[config.mk]
export PLATFORM = sky130hd
export DESIGN_NAME = sio_sync_unit
export DESIGN_NICKNAME = d
export VERILOG_FILES = /design/src/rtl/sio_pkg.sv /design/src/rtl/sio_baud_gen.sv /design/src/rtl/sio_edge_sync.sv /design/src/rtl/sio_shifter.sv /design/src/rtl/sio_sync_unit.sv
export SDC_FILE = /design/constraint.sdc
export NUM_CORES = 1
export LEC_CHECK = 0
export ABC_AREA = 1
export CAP_MARGIN = 20
export CELL_PAD_IN_SITES_DETAIL_PLACEMENT = 0
export CELL_PAD_IN_SITES_GLOBAL_PLACEMENT = 1
export CORE_ASPECT_RATIO = 1.75
export CORE_MARGIN = 1.5
export CORE_UTILIZATION = 35
export DETAILED_ROUTE_END_ITERATION = 8
export PLACE_DENSITY_LB_ADDON = 0.1
export REMOVE_ABC_BUFFERS = 1
export SYNTH_ARGS = -nofsm -noshare
export SYNTH_HDL_FRONTEND = slang
export SYNTH_SLANG_ARGS = --single-unit
[constraint.sdc]
create_clock -name clk -period 2.36 [get_ports clk]
set_input_delay 0.472 -clock clk [delete_from_list [all_inputs] [get_ports clk]]
set_output_delay 0.472 -clock clk [all_outputs]
set_load 0.1 [all_outputs]
[src/rtl/sio_pkg.sv]
package sio_pkg;
  localparam logic [1:0] ADDR_DATA = 2'd0;
  localparam logic [1:0] ADDR_STAT = 2'd1;
  localparam logic [1:0] ADDR_CTRL = 2'd2;
  localparam logic [1:0] ADDR_BAUD = 2'd3;

  localparam int ST_EMPTY = 0;
  localparam int ST_DONE  = 1;
  localparam int ST_FULL  = 2;
  localparam int ST_OVR   = 3;

  typedef struct packed {
    logic irq_on_done;
    logic slow_src;
    logic ext_clk;
  } sio_ctrl_t;
endpackage

[src/rtl/sio_baud_gen.sv]
module sio_baud_gen #(
  parameter int RELOAD_W = 8,
  parameter int PRESCALE = 4
) (
  input  logic                clk,
  input  logic                rst_n,
  input  logic                run,
  input  logic [RELOAD_W-1:0] reload,
  input  logic                slow_src,
  output logic                sclk,
  output logic                fall_stb,
  output logic                rise_stb
);
  localparam int PW = (PRESCALE > 1) ? $clog2(PRESCALE) : 1;

  logic [PW-1:0]       pre_cnt;
  logic [RELOAD_W-1:0] div_cnt;
  logic                en, tick;

  assign en       = slow_src ? (pre_cnt == PW'(PRESCALE-1)) : 1'b1;
  assign tick     = run && en && (div_cnt == '0);
  assign fall_stb = tick && sclk;
  assign rise_stb = tick && !sclk;

  always_ff @(posedge clk or negedge rst_n) begin
    if (!rst_n) begin
      pre_cnt <= '0;
      div_cnt <= '0;
      sclk    <= 1'b1;
    end else if (!run) begin
      pre_cnt <= '0;
      div_cnt <= reload;
      sclk    <= 1'b1;
    end else begin
      if (pre_cnt == PW'(PRESCALE-1)) pre_cnt <= '0;
      else                            pre_cnt <= pre_cnt + 1'b1;
      if (en) begin
        if (div_cnt == '0) begin
          div_cnt <= reload;
          sclk    <= ~sclk;
        end else begin
          div_cnt <= div_cnt - 1'b1;
        end
      end
    end
  end
endmodule

[src/rtl/sio_edge_sync.sv]
module sio_edge_sync #(
  parameter int STAGES = 2
) (
  input  logic clk,
  input  logic rst_n,
  input  logic pin,
  output logic fall,
  output logic rise
);
  logic [STAGES:0] chain;

  always_ff @(posedge clk or negedge rst_n) begin
    if (!rst_n) chain <= '1;
    else        chain <= {chain[STAGES-1:0], pin};
  end

  assign fall = chain[STAGES] && !chain[STAGES-1];
  assign rise = !chain[STAGES] && chain[STAGES-1];
endmodule

[src/rtl/sio_shifter.sv]
module sio_shifter #(
  parameter int DATA_W = 8
) (
  input  logic              clk,
  input  logic              rst_n,
  input  logic              load,
  input  logic [DATA_W-1:0] load_data,
  input  logic              fall_stb,
  input  logic              rise_stb,
  input  logic              rxd,
  output logic              txd,
  output logic              done,
  output logic [DATA_W-1:0] rx_byte
);
  localparam int CW = $clog2(DATA_W);

  logic [DATA_W-1:0] tsh, rsh;
  logic [CW-1:0]     bit_cnt;

  assign done    = rise_stb && (bit_cnt == CW'(DATA_W-1));
  assign rx_byte = {rxd, rsh[DATA_W-1:1]};

  always_ff @(posedge clk or negedge rst_n) begin
    if (!rst_n) begin
      tsh     <= '0;
      rsh     <= '0;
      bit_cnt <= '0;
      txd     <= 1'b1;
    end else begin
      if (load) begin
        tsh     <= load_data;
        bit_cnt <= '0;
      end else begin
        if (fall_stb) begin
          txd <= tsh[0];
          tsh <= tsh >> 1;
        end
        if (rise_stb) begin
          rsh     <= rx_byte;
          bit_cnt <= bit_cnt + 1'b1;
        end
      end
    end
  end
endmodule

[src/rtl/sio_sync_unit.sv]
module sio_sync_unit
  import sio_pkg::*;
#(
  parameter int DATA_W      = 8,
  parameter int RELOAD_W    = 8,
  parameter int PRESCALE    = 4,
  parameter int SYNC_STAGES = 2
) (
  input  logic              clk,
  input  logic              rst_n,
  input  logic [1:0]        bus_addr,
  input  logic              bus_wr,
  input  logic              bus_rd,
  input  logic [DATA_W-1:0] bus_wdata,
  output logic [DATA_W-1:0] bus_rdata,
  input  logic              sclk_in,
  output logic              sclk_out,
  output logic              sclk_oe,
  output logic              txd,
  input  logic              rxd,
  output logic              tx_irq,
  output logic              rx_irq
);
  localparam int CTRL_W = $bits(sio_ctrl_t);

  sio_ctrl_t           ctrl_q;
  logic [RELOAD_W-1:0] baud_q;
  logic [DATA_W-1:0]   tbuf_q, rbuf_q;
  logic tbe_q, tsc_q, rbf_q, ovr_q, ovr_arm_q;

  logic wr_data, wr_ctrl, wr_baud, rd_data, rd_stat;
  logic active, gen_run, gen_sclk, gen_fall, gen_rise, ext_fall, ext_rise;
  logic fall_stb, rise_stb, done, start_load, cont_load, load, stop;
  logic [DATA_W-1:0] rx_byte;

  assign wr_data = bus_wr && (bus_addr == ADDR_DATA);
  assign wr_ctrl = bus_wr && (bus_addr == ADDR_CTRL);
  assign wr_baud = bus_wr && (bus_addr == ADDR_BAUD);
  assign rd_data = bus_rd && (bus_addr == ADDR_DATA);
  assign rd_stat = bus_rd && (bus_addr == ADDR_STAT);

  assign active  = !tsc_q;
  assign gen_run = active && !ctrl_q.ext_clk;

  sio_baud_gen #(.RELOAD_W(RELOAD_W), .PRESCALE(PRESCALE)) u_gen (
    .clk(clk), .rst_n(rst_n), .run(gen_run), .reload(baud_q),
    .slow_src(ctrl_q.slow_src), .sclk(gen_sclk),
    .fall_stb(gen_fall), .rise_stb(gen_rise)
  );

  sio_edge_sync #(.STAGES(SYNC_STAGES)) u_sync (
    .clk(clk), .rst_n(rst_n), .pin(sclk_in), .fall(ext_fall), .rise(ext_rise)
  );

  assign fall_stb = active && (ctrl_q.ext_clk ? ext_fall : gen_fall);
  assign rise_stb = active && (ctrl_q.ext_clk ? ext_rise : gen_rise);

  assign start_load = tsc_q && !tbe_q;
  assign cont_load  = done && !tbe_q;
  assign load       = start_load || cont_load;
  assign stop       = done && tbe_q;

  sio_shifter #(.DATA_W(DATA_W)) u_shift (
    .clk(clk), .rst_n(rst_n), .load(load), .load_data(tbuf_q),
    .fall_stb(fall_stb), .rise_stb(rise_stb), .rxd(rxd),
    .txd(txd), .done(done), .rx_byte(rx_byte)
  );

  assign sclk_out = ctrl_q.ext_clk ? 1'b1 : gen_sclk;
  assign sclk_oe  = !ctrl_q.ext_clk;

  always_ff @(posedge clk or negedge rst_n) begin
    if (!rst_n) begin
      ctrl_q    <= '0;
      baud_q    <= '0;
      tbuf_q    <= '0;
      rbuf_q    <= '0;
      tbe_q     <= 1'b1;
      tsc_q     <= 1'b1;
      rbf_q     <= 1'b0;
      ovr_q     <= 1'b0;
      ovr_arm_q <= 1'b0;
      tx_irq    <= 1'b0;
      rx_irq    <= 1'b0;
    end else begin
      if (wr_ctrl) ctrl_q <= sio_ctrl_t'(bus_wdata[CTRL_W-1:0]);
      if (wr_baud) baud_q <= bus_wdata[RELOAD_W-1:0];
      if (wr_data) tbuf_q <= bus_wdata;

      if (wr_data)   tbe_q <= 1'b0;
      else if (load) tbe_q <= 1'b1;

      if (start_load) tsc_q <= 1'b0;
      else if (stop)  tsc_q <= 1'b1;

      if (done) rbuf_q <= rx_byte;

      if (done)         rbf_q <= 1'b1;
      else if (rd_data) rbf_q <= 1'b0;

      if (done && rbf_q && !rd_data)   ovr_q <= 1'b1;
      else if (rd_data && ovr_arm_q)   ovr_q <= 1'b0;

      if (rd_data)               ovr_arm_q <= 1'b0;
      else if (rd_stat && ovr_q) ovr_arm_q <= 1'b1;

      tx_irq <= ctrl_q.irq_on_done ? stop : load;
      rx_irq <= done && (!rbf_q || rd_data);
    end
  end

  always_comb begin
    bus_rdata = '0;
    case (bus_addr)
      ADDR_DATA: bus_rdata = rbuf_q;
      ADDR_STAT: begin
        bus_rdata[ST_EMPTY] = tbe_q;
        bus_rdata[ST_DONE]  = tsc_q;
        bus_rdata[ST_FULL]  = rbf_q;
        bus_rdata[ST_OVR]   = ovr_q;
      end
      ADDR_CTRL: bus_rdata[CTRL_W-1:0] = ctrl_q;
      default:   bus_rdata[RELOAD_W-1:0] = baud_q;
    endcase
  end
endmodule

# [Yosys cells after proc, flatten, opt, wreduce, memory -nomap -nowiden]
# Cells that the tools add are included.
[word_totals] register_bits=68 in_bits=16 out_inout_bits=13 elab_cells=109
[op_classes] addsub=3 eq_ne=7 n_mux=30 bitwise_logic=2 reduce_logical=46
[ops] operator="$mux 8" n=5
[ops] operator="$logic_and 1x1->1" n=23
[ops] operator="$mux 1" n=18
[ops] operator="$reduce_bool 2->1" n=7
[ops] operator="$pmux 3 s3" n=1
[ops] operator="$logic_not 1->1" n=8
[ops] operator="$logic_not 8->1" n=1
[ops] operator="$pmux 4 s2" n=1
[ops] operator="$sub 8x1->8 const B" n=1
[ops] operator="$eq 2x2->1 const B" n=3
[ops] operator="$mux 3" n=2
[ops] operator="$reduce_and 2->1" n=3
[ops] operator="$mux 2" n=2
[ops] operator="$ne 2x2->1 const B" n=2
[ops] operator="$add 3x1->3 const B" n=1
[ops] operator="$eq 3x3->1 const B" n=1
[ops] operator="$pmux 1 s3" n=1
[ops] operator="$add 2x1->2 const B" n=1
[ops] operator="$eq 2x1->1 const B" n=1
[ops] operator="$logic_not 2->1" n=1
[ops] operator="$logic_or 1x1->1" n=2
[ops] operator="$not 1->1" n=2
[ops] operator="$reduce_or 2->1" n=1

# [Depth between registers and ports, before layout]
[logic_depth] depth_word=12 depth_mapped=11 depth_no_buf=11

# [By module]
# From an unflattened synthesis, not the netlist that was laid out.
[hier_totals] cells_unflattened=386 hier_area_um2=3306.9
[by_module_without_submodules] mod="sio_sync_unit" n_inst=1 cells_each=176 area_each_um2=1596.5 seq_area_each_um2=853.3
[by_module_without_submodules] mod="sio_shifter" n_inst=1 cells_each=96 area_each_um2=837.1 seq_area_each_um2=476.7
[by_module_without_submodules] mod="sio_baud_gen" n_inst=1 cells_each=107 area_each_um2=779.5 seq_area_each_um2=276.5
[by_module_without_submodules] mod="sio_edge_sync" n_inst=1 cells_each=7 area_each_um2=93.8 seq_area_each_um2=78.8

# [Least setup slack after synthesis]
# OpenSTA, ideal clock, no wires.
[synth_path] path_type="in2out" startpoint="input bus_addr[0]" endpoint="output bus_rdata[4]" arrival_time_ns=2.882 t_required_ns=1.888 setup_slack_ns=-0.994 cell_stages=3 n_path_buf=0 path_cell_list="nor2_2 -> inv_1 -> o21ai_0"
[synth_between] elab_chain_len=3 word_cells_on_any_way=5 classes_between="2 x eq/ne; 1 x mux; 2 x reduce/logical"
[synth_rtl] element="from (decl)" line_no="sio_sync_unit.sv:11" source="input logic [1:0] bus_addr,"
[synth_rtl] element="$eq 2x2->1 / $eq 2x1->1 (equally long branches)" line_no="sio_sync_unit.sv:114" source="case (bus_addr)"
[synth_rtl] element="$reduce_or 2->1 (no line)"
[synth_rtl] element="$pmux 4 s2 *" line_no="sio_sync_unit.sv:114"
[synth_rtl] element="to (decl)" line_no="sio_sync_unit.sv:15" source="output logic [DATA_W-1:0] bus_rdata,"
# Mark *: on every way between the ends. The rest lies on a longest branch, timed or not.

# [Worst setup path in the final report]
[layout_path] startpoint="register tbe_q" endpoint="output bus_rdata[0]"
[layout_between] elab_chain_len=1
[layout_rtl] element="from (decl)" line_no="sio_sync_unit.sv:29" source="logic tbe_q, tsc_q, rbf_q, ovr_q, ovr_arm_q;"
[layout_rtl] element="from (signal assigned)" line_no="sio_sync_unit.sv:78" source="tbe_q <= 1'b1;"
[layout_rtl] element="from (signal assigned)" line_no="sio_sync_unit.sv:90" source="if (wr_data) tbe_q <= 1'b0;"
[layout_rtl] element="from (signal assigned)" line_no="sio_sync_unit.sv:91" source="else if (load) tbe_q <= 1'b1;"
[layout_rtl] element="$pmux 3 s3" line_no="sio_sync_unit.sv:114"
# Every way passes these cells.

==> impl_metrics.tcl <==
set metrics [dict create \
    status "finished, final reports clean" \
    stdcell_area_um2 3988 \
    hpwl_um 5673 \
    drc 0 \
    yosysWarnings 0 \
    worst_slew_pin_slew_ps 563.4 \
    drtPass1Iterations 4 \
    yosysSeqAreaShare_pct 54.49 \
    worstSkewPairLatency_ps 340 \
    core_um2 8615 \
    startpoint_type "register" \
    die_x_um 74.06 \
    syn_area_um2 3093 \
    cts_made_buffers 9 \
    dieArea_um2 9432 \
    period_share_pct 93.98 \
    fmax_mhz 450.9 \
    final_cells 511 \
    postRouteAntennaNets 0 \
    clock_skew_ps 5.283 \
    synthArstFlopShare_pct 100.0 \
    dpl_worst_slack_ps 7.283 \
    synth_ff_type "dfrtp_1" \
    clock-sinks 67 \
    avgViaCountPerCell 4.728 \
    timing.final.crit_period_ps 2218 \
    finalHoldViolCount 0 \
    drive_gt1_share_pct 18.78 \
    overflow 0 \
    ys_ff_latch 67 \
    port_buffers 28 \
    synth_area_leaders "dfrtp_1 (49%), nand2_1 (11%), o21ai_0 (7.6%)" \
    clock_path_buffers 2 \
    cts_resized 0 \
    worstPathArrival_ps 1750 \
    area_delta_synth_final_pct 28.92 \
    cts_hold_buf 0 \
    groute.usage.overall_pct 18.63 \
    cap_violations 0 \
    clk_pin_slew_ps 50 \
    antenna_found_initial 0 \
    critical_path.max_stage_delay_ps 580 \
    vias 2416 \
    p_per_area_nw_per_um2 1071 \
    slew_headroom_pct 62.44 \
    setup_slack_ps 142.0 \
    cts_tree "yes" \
    drt_iter0_markers 117 \
    grt_max_degree 46 \
    synth_cell_types 33 \
    wl_per_cell_um 15.06 \
    postSynthAreaPerCell_um2 8.939 \
    synth_common_cells "nand2_1 (93), dfrtp_1 (60), o21ai_0 (47), inv_1 (40), nand3_1 (19)" \
    postCtsSetupBuffers 0 \
    power.leakage_nw 1.904 \
    grt_pass1_wl_um 12690 \
    critPathSlowestCell "dfstp_2" \
    cp_cell_sequence "inv_1 > o21ai_1 > a21oi_1 > o21ai_0 > bufbuf_16" \
    synth_most_common_cell "nand2_1" \
    ios 29 \
    rows 45 \
    finalWirelength_um 7697 \
    synth_top_area_share_pct 48.54 \
    worstSetupPathType "reg2out" \
    synth_edf_count 0 \
    synth_cells 346 \
    start_util_pct 35.90 \
    setup_tns_ps 0 \
    crit_path_end_kind "output pin" \
    yosys.area.top_type "dfrtp_1" \
    n_antenna_cell 0 \
    final-setup-viol-count 0 \
    hold_class "in2async" \
    grt_setup_unrepaired "no" \
    path_max_fanout 5 \
    gp_congestion 0.8095 \
    post_dp_cell_area_um2 3631 \
    cts_max_level 3 \
    die_height_um 127.4 \
    worst_hold_slack_ps 122.7 \
    dp.cells 495 \
    cts_root_buffer "clkbuf_16" \
    ir_worst_vdd_uv 459.5 \
    nets 410 \
    critPathRequiredTime_ps 1890 \
    grt_pass1_vias 2533 \
    drv_slew 0 \
]
-- state kept, by name, summed over array words and instances, names as in the netlist, 3 cells and up --
register         flops
u_shift.bit_cnt      3
rbuf_q               8
u_sync.chain         3
u_gen.div_cnt        8
tbuf_q               8
u_shift.tsh          8
u_shift.rsh          7
ctrl_q               3
baud_q               8
-- stage by stage --
stage	util (%)	power [mW]
after floorplan	-	2.426
after global placement	42.15	2.796
after detailed placement	42.15	2.810
after CTS	45.97	4.309
after global routing	46.29	4.514
final	46.29	4.272
-- cell families after synthesis --
| kind of cell | after synthesis | share of synthesized area [%] |
|---|---|---|
| AO/OA/AOI/OAI | 68 | 13.03 |
| XOR/XNOR | 1 | 0.2832 |
| adder cells (fa/ha/maj) | 5 | 2.023 |
| buffers and inverters | 49 | 6.230 |
| flip-flops | 67 | 54.49 |
| AND/OR/NAND/NOR | 156 | 23.95 |
-- report_power, final --
| part | internal, mW | switching [mW] |
|---|---|---|
| combinational | 0.392 | 0.750 |
| clock | 0.981 | 0.507 |
| sequential | 1.45 | 0.198 |
-- area by class of cell --
cell class / instances / area [um2]
inverter: 45 / 168.9
clock inverter: 4 / 72.57
tap: 117 / 146.4
fill: 908 / 4627
timing repair buffer: 36 / 432.9
clock buffer: 12 / 256.5
sequential: 67 / 1685
multi-input combinational: 230 / 1225
-- critical path, delay by kind of cell, from the launching register on --
kind | cells | cell delay, ps
buffers and inverters | 2 | 510
AO/OA/AOI/OAI | 3 | 310
flip-flops | 1 | 580
-- per-layer routing --
| layer | vias to the layer above | GRT usage (%) | part of all wire, % |
|---|---|---|---|
| li1 | 1219 | - | - |
| met1 | 1144 | 20.66 | 41 |
| met2 | 39 | 32.88 | 54 |
| met3 | 14 | 3.155 | 2.4 |
| met4 | 0 | 9.586 | 2.7 |
| met5 | - | 0 | 0 |
-- layout by cell type (no fill, tap or decap), types with 3 or more instances in the layout --
cell type and count:
nor2_1 12, nand3_2 3, nor2_2 5, nor3_1 4
dfrtp_1 60, nand3_1 19, o21ai_2 4, nand2_4 3
nand2_1 92, inv_1 40, nand2_2 5, clkbuf_16 9
buf_4 12, clkdlybuf4s50_1 12, o22ai_1 3, o21ai_0 46
o211ai_1 4, buf_12 8, ha_1 5, inv_2 5
a21oi_1 3, dfstp_2 7, nand4_1 7
-- final timing paths --
check                                  from                to  slack [ps]  depth (start not counted)
setup reg to reg           u_gen.div_cnt[0]            tx_irq         520                         10
hold reg to reg             u_sync.chain[0]   u_sync.chain[1]         350                          0
hold / removal                        rst_n  u_gen.div_cnt[2]         120                          1
max in group asynchronous             rst_n             tbe_q        1540                          2
min in group clk            u_sync.chain[0]   u_sync.chain[1]         350                          0
setup / recovery                      tbe_q      bus_rdata[0]         140                          5
No activity file was read; power rests on OpenSTA's default activity.
